--- src/rtl/ring_fifo_pkg.sv ---
package ring_fifo_pkg;

  // Address bits needed for a ring of the given depth (at least one).
  function automatic int unsigned ring_addr_bits(input int unsigned depth);
    return (depth > 1) ? $clog2(depth) : 1;
  endfunction

  // True when a position sits on the last slot of the ring.
  function automatic bit ring_at_end(input int unsigned slot, input int unsigned depth);
    return slot == depth - 1;
  endfunction

  // Slot that follows the given one, wrapping to zero after the last.
  function automatic int unsigned ring_next(input int unsigned slot, input int unsigned depth);
    return ring_at_end(slot, depth) ? 0 : slot + 1;
  endfunction

  // Same slot, opposite lap: the writer is a whole ring ahead.
  function automatic bit ring_full(input int unsigned wslot, input bit wlap,
                                   input int unsigned rslot, input bit rlap);
    return (wslot == rslot) && (wlap != rlap);
  endfunction

  // Same slot, same lap: nothing between reader and writer.
  function automatic bit ring_empty(input int unsigned wslot, input bit wlap,
                                    input int unsigned rslot, input bit rlap);
    return (wslot == rslot) && (wlap == rlap);
  endfunction

endpackage

--- src/rtl/ring_fifo_ptr.sv ---
module ring_fifo_ptr
  import ring_fifo_pkg::*;
#(
  parameter int unsigned DEPTH = 32,
  parameter int unsigned AW    = ring_addr_bits(DEPTH)
) (
  input  logic          clk,
  input  logic          rst_n,
  input  logic          push,
  input  logic          pop,
  output logic [AW-1:0] wr_slot,
  output logic [AW-1:0] rd_slot,
  output logic          full,
  output logic          empty,
  output logic          wr_fire,
  output logic          rd_fire
);

  logic [AW-1:0] wslot_q, rslot_q;
  logic          wlap_q, rlap_q;

  assign full    = ring_full(32'(wslot_q), wlap_q, 32'(rslot_q), rlap_q);
  assign empty   = ring_empty(32'(wslot_q), wlap_q, 32'(rslot_q), rlap_q);
  assign wr_fire = push & ~full;
  assign rd_fire = pop & ~empty;
  assign wr_slot = wslot_q;
  assign rd_slot = rslot_q;

  always_ff @(posedge clk or negedge rst_n) begin
    if (!rst_n) begin
      wslot_q <= '0;
      wlap_q  <= 1'b0;
    end else if (wr_fire) begin
      wslot_q <= AW'(ring_next(32'(wslot_q), DEPTH));
      if (ring_at_end(32'(wslot_q), DEPTH)) wlap_q <= ~wlap_q;
    end
  end

  always_ff @(posedge clk or negedge rst_n) begin
    if (!rst_n) begin
      rslot_q <= '0;
      rlap_q  <= 1'b0;
    end else if (rd_fire) begin
      rslot_q <= AW'(ring_next(32'(rslot_q), DEPTH));
      if (ring_at_end(32'(rslot_q), DEPTH)) rlap_q <= ~rlap_q;
    end
  end

endmodule

--- src/rtl/ring_fifo_store.sv ---
module ring_fifo_store #(
  parameter int unsigned DEPTH = 32,
  parameter int unsigned WIDTH = 32,
  parameter int unsigned AW    = 5
) (
  input  logic             clk,
  input  logic             we,
  input  logic [AW-1:0]    waddr,
  input  logic [WIDTH-1:0] wdata,
  input  logic [AW-1:0]    raddr,
  output logic [WIDTH-1:0] rdata
);

  logic [WIDTH-1:0] row_q [DEPTH];

  always_ff @(posedge clk) begin
    if (we) row_q[waddr] <= wdata;
  end

  assign rdata = row_q[raddr];

endmodule

--- src/rtl/ring_fifo_rdout.sv ---
module ring_fifo_rdout #(
  parameter int unsigned WIDTH        = 32,
  parameter bit          FALL_THROUGH = 1'b1
) (
  input  logic             clk,
  input  logic             rst_n,
  input  logic             load,
  input  logic [WIDTH-1:0] head,
  output logic [WIDTH-1:0] dout
);

  generate
    if (FALL_THROUGH) begin : g_pass
      logic unused_regpath;
      assign unused_regpath = ^{clk, rst_n, load};
      assign dout = head;
    end else begin : g_reg
      logic [WIDTH-1:0] out_q;
      always_ff @(posedge clk or negedge rst_n) begin
        if (!rst_n)    out_q <= '0;
        else if (load) out_q <= head;
      end
      assign dout = out_q;
    end
  endgenerate

endmodule

--- src/rtl/ring_fifo.sv ---
module ring_fifo
  import ring_fifo_pkg::*;
#(
  parameter int unsigned DEPTH        = 32,
  parameter int unsigned WIDTH        = 32,
  parameter bit          FALL_THROUGH = 1'b1
) (
  input  logic             clk,
  input  logic             rst_n,
  input  logic             push,
  input  logic [WIDTH-1:0] push_data,
  input  logic             pop,
  output logic [WIDTH-1:0] pop_data,
  output logic             is_full,
  output logic             is_empty
);

  localparam int unsigned AW = ring_addr_bits(DEPTH);

  // Named internal events, visible to the bound checker.
  logic          wr_fire;
  logic          rd_fire;
  logic [AW-1:0] wr_slot;
  logic [AW-1:0] rd_slot;
  logic [WIDTH-1:0] head_word;

  ring_fifo_ptr #(.DEPTH(DEPTH), .AW(AW)) u_ptr (
    .clk     (clk),
    .rst_n   (rst_n),
    .push    (push),
    .pop     (pop),
    .wr_slot (wr_slot),
    .rd_slot (rd_slot),
    .full    (is_full),
    .empty   (is_empty),
    .wr_fire (wr_fire),
    .rd_fire (rd_fire)
  );

  ring_fifo_store #(.DEPTH(DEPTH), .WIDTH(WIDTH), .AW(AW)) u_store (
    .clk   (clk),
    .we    (wr_fire),
    .waddr (wr_slot),
    .wdata (push_data),
    .raddr (rd_slot),
    .rdata (head_word)
  );

  ring_fifo_rdout #(.WIDTH(WIDTH), .FALL_THROUGH(FALL_THROUGH)) u_rdout (
    .clk   (clk),
    .rst_n (rst_n),
    .load  (rd_fire),
    .head  (head_word),
    .dout  (pop_data)
  );

endmodule

--- config.mk ---
export PLATFORM = sky130hd
export DESIGN_NAME = ring_fifo
export DESIGN_NICKNAME = d
export VERILOG_FILES = /design/src/rtl/ring_fifo_pkg.sv /design/src/rtl/ring_fifo_ptr.sv /design/src/rtl/ring_fifo_store.sv /design/src/rtl/ring_fifo_rdout.sv /design/src/rtl/ring_fifo.sv
export SDC_FILE = /design/constraint.sdc
export NUM_CORES = 1
export LEC_CHECK = 0
export BUFFER_PORTS_ARGS = -buffer_cell sky130_fd_sc_hd__buf_2
export CORE_ASPECT_RATIO = 1.2
export CORE_MARGIN = 2
export CORE_UTILIZATION = 40
export CTS_CLUSTER_DIAMETER = 120
export CTS_CLUSTER_SIZE = 10
export DETAILED_ROUTE_END_ITERATION = 6
export HOLD_SLACK_MARGIN = 0.05
export PLACE_DENSITY = 0.65
export SETUP_SLACK_MARGIN = 0.1
export SLEW_MARGIN = 20
export SYNTH_ARGS = -nofsm -noshare
export SYNTH_HDL_FRONTEND = slang
export SYNTH_SLANG_ARGS = --single-unit
--- constraint.sdc ---
create_clock -name clk -period 2.8 [get_ports clk]
set_input_delay 0.14 -clock clk [delete_from_list [all_inputs] [get_ports clk]]
set_output_delay 0.14 -clock clk [all_outputs]
set_load 0.02 [all_outputs]
* After elaboration in Yosys (flattened, before gate mapping)
Memories as Yosys holds them, arrays and structs flattened.
Index checks and enable logic that the tools add are counted.
** Operators by class
- $add $sub $neg :: 2
- Eq/ne operators :: 5
- Mux-type cells :: 4
- Bitwise operators :: 6
- Reduce and logical (&&, ||, !) cells :: 4
** Operator list (number)
- 5-bit by 1-bit adder with 5-bit output (second input constant) :: 2
- 5-bit == test (second input constant) :: 2
- 5-bit two-way mux :: 2
- 5-bit == test :: 1
- 1-bit NOT :: 4
- 2-bit AND reduction :: 2
- 1-bit bitwise AND :: 2
- 1-bit logical AND :: 2
- 1-bit two-way mux :: 2
- 1-bit == test :: 1
- 1-bit != test :: 1
** Storage, ports and cells
- Bits in registers :: 12
- Memory bits (writable) :: 1024
- Input port bits :: 36
- Output and inout bits :: 34
- Word-level logic and storage cells :: 26
- Memories kept :: 1
** Memories
- u_store.row_q :: depth 32, width 32, read ports 1, clocked after memory_dff 0, wr ports 1, line ring_fifo_store.sv:14 : logic [WIDTH-1:0] row_q [DEPTH];

* Longest topological paths before layout
- Depth after elaboration :: 6
- Gate-level depth with buffers :: 8
- Mapped depth without buffers :: 6

* Hierarchy
From an unflattened synthesis, not the netlist that was laid out.
** Second synthesis, totals
- Cells, all modules :: 2324
- Area total of the unflattened synthesis :: 40791.6 µm²
** Modules (own cells, without submodules)
- ring_fifo_store :: times used 1, cells each 2228, area an instance 39844.5 µm², sequential area each 30749.5 µm²
- ring_fifo_ptr :: times used 1, cells each 64, area an instance 706.9 µm², sequential area each 300.3 µm²
- ring_fifo_rdout :: times used 1, cells each 32, area an instance 240.2 µm², sequential area each 0.0 µm²

* Worst setup path before layout
OpenSTA, ideal clock, no wires.
- Path kind :: register to register
- Start point :: register u_ptr.wslot_q[4] (netlist: u_ptr.wr_slot[4])
- End point :: memory u_store.row_q[20][0], enable pin
- Setup time :: 0.421 ns
- Arrival :: 2.629 ns
- Required time :: 2.379 ns
- Slack :: -0.250 ns
- Cell stages (with the launch flop) :: 7
- Buffers on the path :: 2
- Clock period less this slack :: 3.050 ns
- Cells stage by stage :: dfrtp_1 -> buf_2 -> xnor2_1 -> nand3_1 -> buf_2 -> o211ai_1 -> nor2_1
** On the way
- Cells in the longest elaborated chain, start to end :: 6
** RTL lines
- start, declared :: line ring_fifo_ptr.sv:19 : logic [AW-1:0] wslot_q, rslot_q;
- start signal, assigned :: line ring_fifo_ptr.sv:34 : wslot_q <= AW'(ring_next(32'(wslot_q), DEPTH));
- 5-bit == test :: line ring_fifo_pkg.sv:21 : return (wslot == rslot) && (wlap != rlap);
- 1-bit logical AND :: line ring_fifo_pkg.sv:21
- 1-bit NOT :: line ring_fifo_ptr.sv:24 : assign wr_fire = push & ~full;
- 1-bit bitwise AND :: line ring_fifo_ptr.sv:24
- 1-bit two-way mux :: line ring_fifo_store.sv:17 : if (we) row_q[waddr] <= wdata;
- 1-bit two-way mux (not written as such) :: line ring_fifo_store.sv:17
- end, declared :: line ring_fifo_store.sv:14
Parallel ways exist; a longest one is shown, timed or not.

* Final worst setup path
- Start point :: register u_ptr.rslot_q[0] (netlist: u_ptr.rd_slot[0])
- End point :: output pop_data[20]
** On the way
- Cells in the longest elaborated chain, start to end :: 1
** RTL lines
- start, declared :: line ring_fifo_ptr.sv:19
- start signal, assigned :: line ring_fifo_ptr.sv:44 : rslot_q <= AW'(ring_next(32'(rslot_q), DEPTH));
- memory read 32 x 32 bit
- end, declared :: line ring_fifo.sv:13 : output logic [WIDTH-1:0] pop_data,
Every way passes these cells.

==> flow_summary_export.csv <==
group,metric,value,unit
global_route,grt.overflow.total,0,
power_and_ir_drop,max-vdd-ir-drop,0.615,mV
global_route,grt_pass1_wl,155000,µm
sta,worst_pin_slew,1.08,ns
yosys,ys_ff_latch,1036,
clocking,clk_pin_slew,0.07,ns
yosys,synthArstFlopShare,1.16,%
power_and_ir_drop,p_sw,16.1,mW
finish,drive_above_1_share,35.4,%
floorplan,initial_utilization,40.4,%
power_and_ir_drop,switching_share,32.0,%
hold_path,hold_path_class,"input port to register",
sta,setup_violations,31,
global_route,antenna_found_initial,0,
floorplan,die_area,102000,µm²
clocking,cts.sinks,1036,
yosys,synthesis.area,39800,µm²
power_and_ir_drop,internal-power,34.2,mW
floorplan,io_pins,70,
finish,layout_commonest_cell,"edfxtp_1",
yosys,synth-edff-count,1024,
run_status,violations,"negative setup slack",
detailed_routing,drc,0,
sta,finalWorstSetupSlack,-0.164,ns
setup_path,end_kind,"output port",
hold_path,min-delay-start,"push",
finish,stdcell_count,3499,
floorplan,core-area,98500,µm²
finish,synthToLayoutAreaGrowth,23.1,%
yosys,syn_inst,1869,
sta,whs,0.433,ns
yosys,syn_avg_cell_area,21.3,µm²
setup_path,arrival,2.82,ns
clocking,root_buffer,"clkbuf_16",
setup_path,path_cells,"buf_12 -> buf_16 -> buf_16 -> buf_12 -> mux4_2 -> a211oi_4 -> a22oi_2 -> buf_6",
detailed_routing,via_per_inst,6.01,
sta,fin_skew,0.0380,ns
yosys,ys_seq_area_share,78.0,%
global_route,grt_pass1_vias,21649,
detailed_routing,num_vias,21026,
finish,mostFrequentLayoutCells,"1024 x edfxtp_1, 181 x mux2i_1, 159 x mux4_2",
place,gp_congestion,0.813,
clocking,cts_buffer_depth,3,
sta,report.final.slew_viol_count,0,
detailed_routing,firstDrtPassIters,5,
clocking,htree_levels,3,
place,placement.io_buffers,69,
detailed_routing,routedWlPerCell,31.5,µm
clocking,cts_buffers,113,
clocking,cts_tree,"done",
floorplan,die_y,350,µm
setup_path,crit_path_top_delay_cell,"dfrtp_4",
flow_run,max_cap_violations,0,
place,hpwlAfterDp,55000,µm
setup_path,r2r-start,"u_ptr.rd_slot[0]",
detailed_routing,ant_nets,0,
setup_path,crit_type,"register to output port",
sta,rsz0062_at_grt,"true",
finish,antennaDiodeCount,0,
sta,period_share,106,%
clocking,worstSkewPairLatency,0.70,ns
power_and_ir_drop,powerDensity,1030,nW/µm²
yosys,synth_cell_types,42,
global_route,grt_usage,21.2,%
setup_path,required,2.66,ns
yosys,synth_nets,1912,
setup_path,start_kind,"register",
sta,max_slew_margin,28.1,%
sta,hold_viol_final,0,
sta,fmax,337,MHz
yosys,yosysWarnings,0,
detailed_routing,drtIter0Drc,2362,
floorplan,die_w,292,µm
detailed_routing,wl,110000,µm
place,placed_cells,3221,
power_and_ir_drop,p_leak,16.0,nW
power_and_ir_drop,seqPwrFrac,36.5,%
floorplan,rows,126,
finish,layout.nets,2234,
global_route,grt_max_degree,60,
power_and_ir_drop,clkPwrFrac,25.5,%
setup_path,cp-startpoint,"u_ptr.rd_slot[0]",
setup_path,slowest_delay,0.50,ns
sta,period_needed,2.96,ns
yosys,synth_flop_cell,"edfxtp_1",
setup_path,cp_max_fo,7,
power_and_ir_drop,pwr-share-comb,38.1,%
run_status,status,"finished, violations left",
## worst max-delay path: cells and delay by family (launching register included)
family | cells | cell delay, ns
muxes | 1 | 0.45
DFF | 1 | 0.50
AOI/OAI and AO/OA | 2 | 0.42
buffers and inverters | 5 | 0.75
## through the flow
stage          total power [mW]  setup slack, ns  TNS (ns)  utilization, %  instance area (µm²)
2_1_floorplan              27.5           -0.250   -165.17               -                39800
3_3_place_gp               31.9            0.163         0            43.3                42600
3_5_place_dp               32.1            0.169         0            43.3                42600
4_1_cts                    49.4           -0.141     -2.57            49.1                48300
5_1_grt                    51.8           -0.205     -4.00            49.7                49000
6_report                   50.3           -0.164     -2.48            49.7                49000
## kinds of logic after synthesis
family | Yosys count | synth area share [%]
adders and majority gates | 7 | 0.220
and+or+nand+nor | 68 | 0.817
xor gates and xnor gates | 8 | 0.176
DFF | 1036 | 78.0
muxes | 359 | 14.0
buffers and inverters | 118 | 1.88
AOI/OAI and AO/OA | 273 | 4.84
## cells in the mapped netlist (8+ instances only)
cell type,instances,area (µm²)
a211oi_1,32,240
clkbuf_1,44,165
mux4_2,159,3580
buf_6,10,113
nor2_1,39,146
a21oi_1,32,160
edfxtp_1,1024,30700
mux2i_1,194,1940
buf_4,15,113
o221ai_1,34,298
a221oi_1,32,280
a22oi_1,63,473
o21ai_1,31,155
dfrtp_1,12,300
o211ai_1,8,60.1
buf_2,33,165
o22ai_1,32,200
nand3_1,8,40.0
## power by group through the flow
stage / clock network (mW) / registers (mW) / logic, mW
final: 12.8 / 18.3 / 19.1
after floorplan: 0 / 18.5 / 8.95
after CTS: 12.9 / 18.3 / 18.1
after global placement: 0 / 18.6 / 13.4
after detailed placement: 0 / 18.6 / 13.5
after global routing: 13.5 / 18.4 / 19.9
## area by class of cell
type	count	area (µm²)
multi-input cells	720	9250
inverters	5	18.8
fillers	7564	49500
clock inverters	7	113
flip-flops and latches	1036	31100
clock buffers	136	2910
repair buffers	315	4050
well taps	1280	1600
## routing by layer
metal	up-vias	part of all wire [%]	GRT usage (%)
met5	-	0	0
met4	0	4.3	8.85
met3	248	8.0	3.46
met2	1082	51	36.6
met1	11154	37	26.7
li1	8542	-	-
## flip-flops by register name, indices dropped and copies added, names as in the netlist
register       cells
u_ptr.rd_slot      5
u_ptr.rlap_q       1
u_ptr.wlap_q       1
u_ptr.wr_slot      5
u_store.row_q   1024
## what timing repair did
action	4_1_cts	5_1_grt
hold buffers	36	0
hold endpoints to repair	1048	0
pin swaps	74	53
buffers inserted	34	23
cloned	34	9
resized for setup	253	71
endpoints found under the setup margin	32	238
## final timing paths
| check | to | slack, ns | cells after the start |
|---|---|---|---|
| max | pop_data[20] | -0.16 | 8 |
| max reg2reg | u_store.row_q[18][29] | 0.11 | 7 |
| max in group asynchronous | u_ptr.rd_slot[0] | 1.77 | 3 |
| min reg2reg | u_ptr.wlap_q | 0.49 | 1 |
| min | u_ptr.wlap_q | 0.43 | 4 |
| min in group asynchronous | u_ptr.rlap_q | 0.57 | 3 |
(Power assumes the default switching activity.)
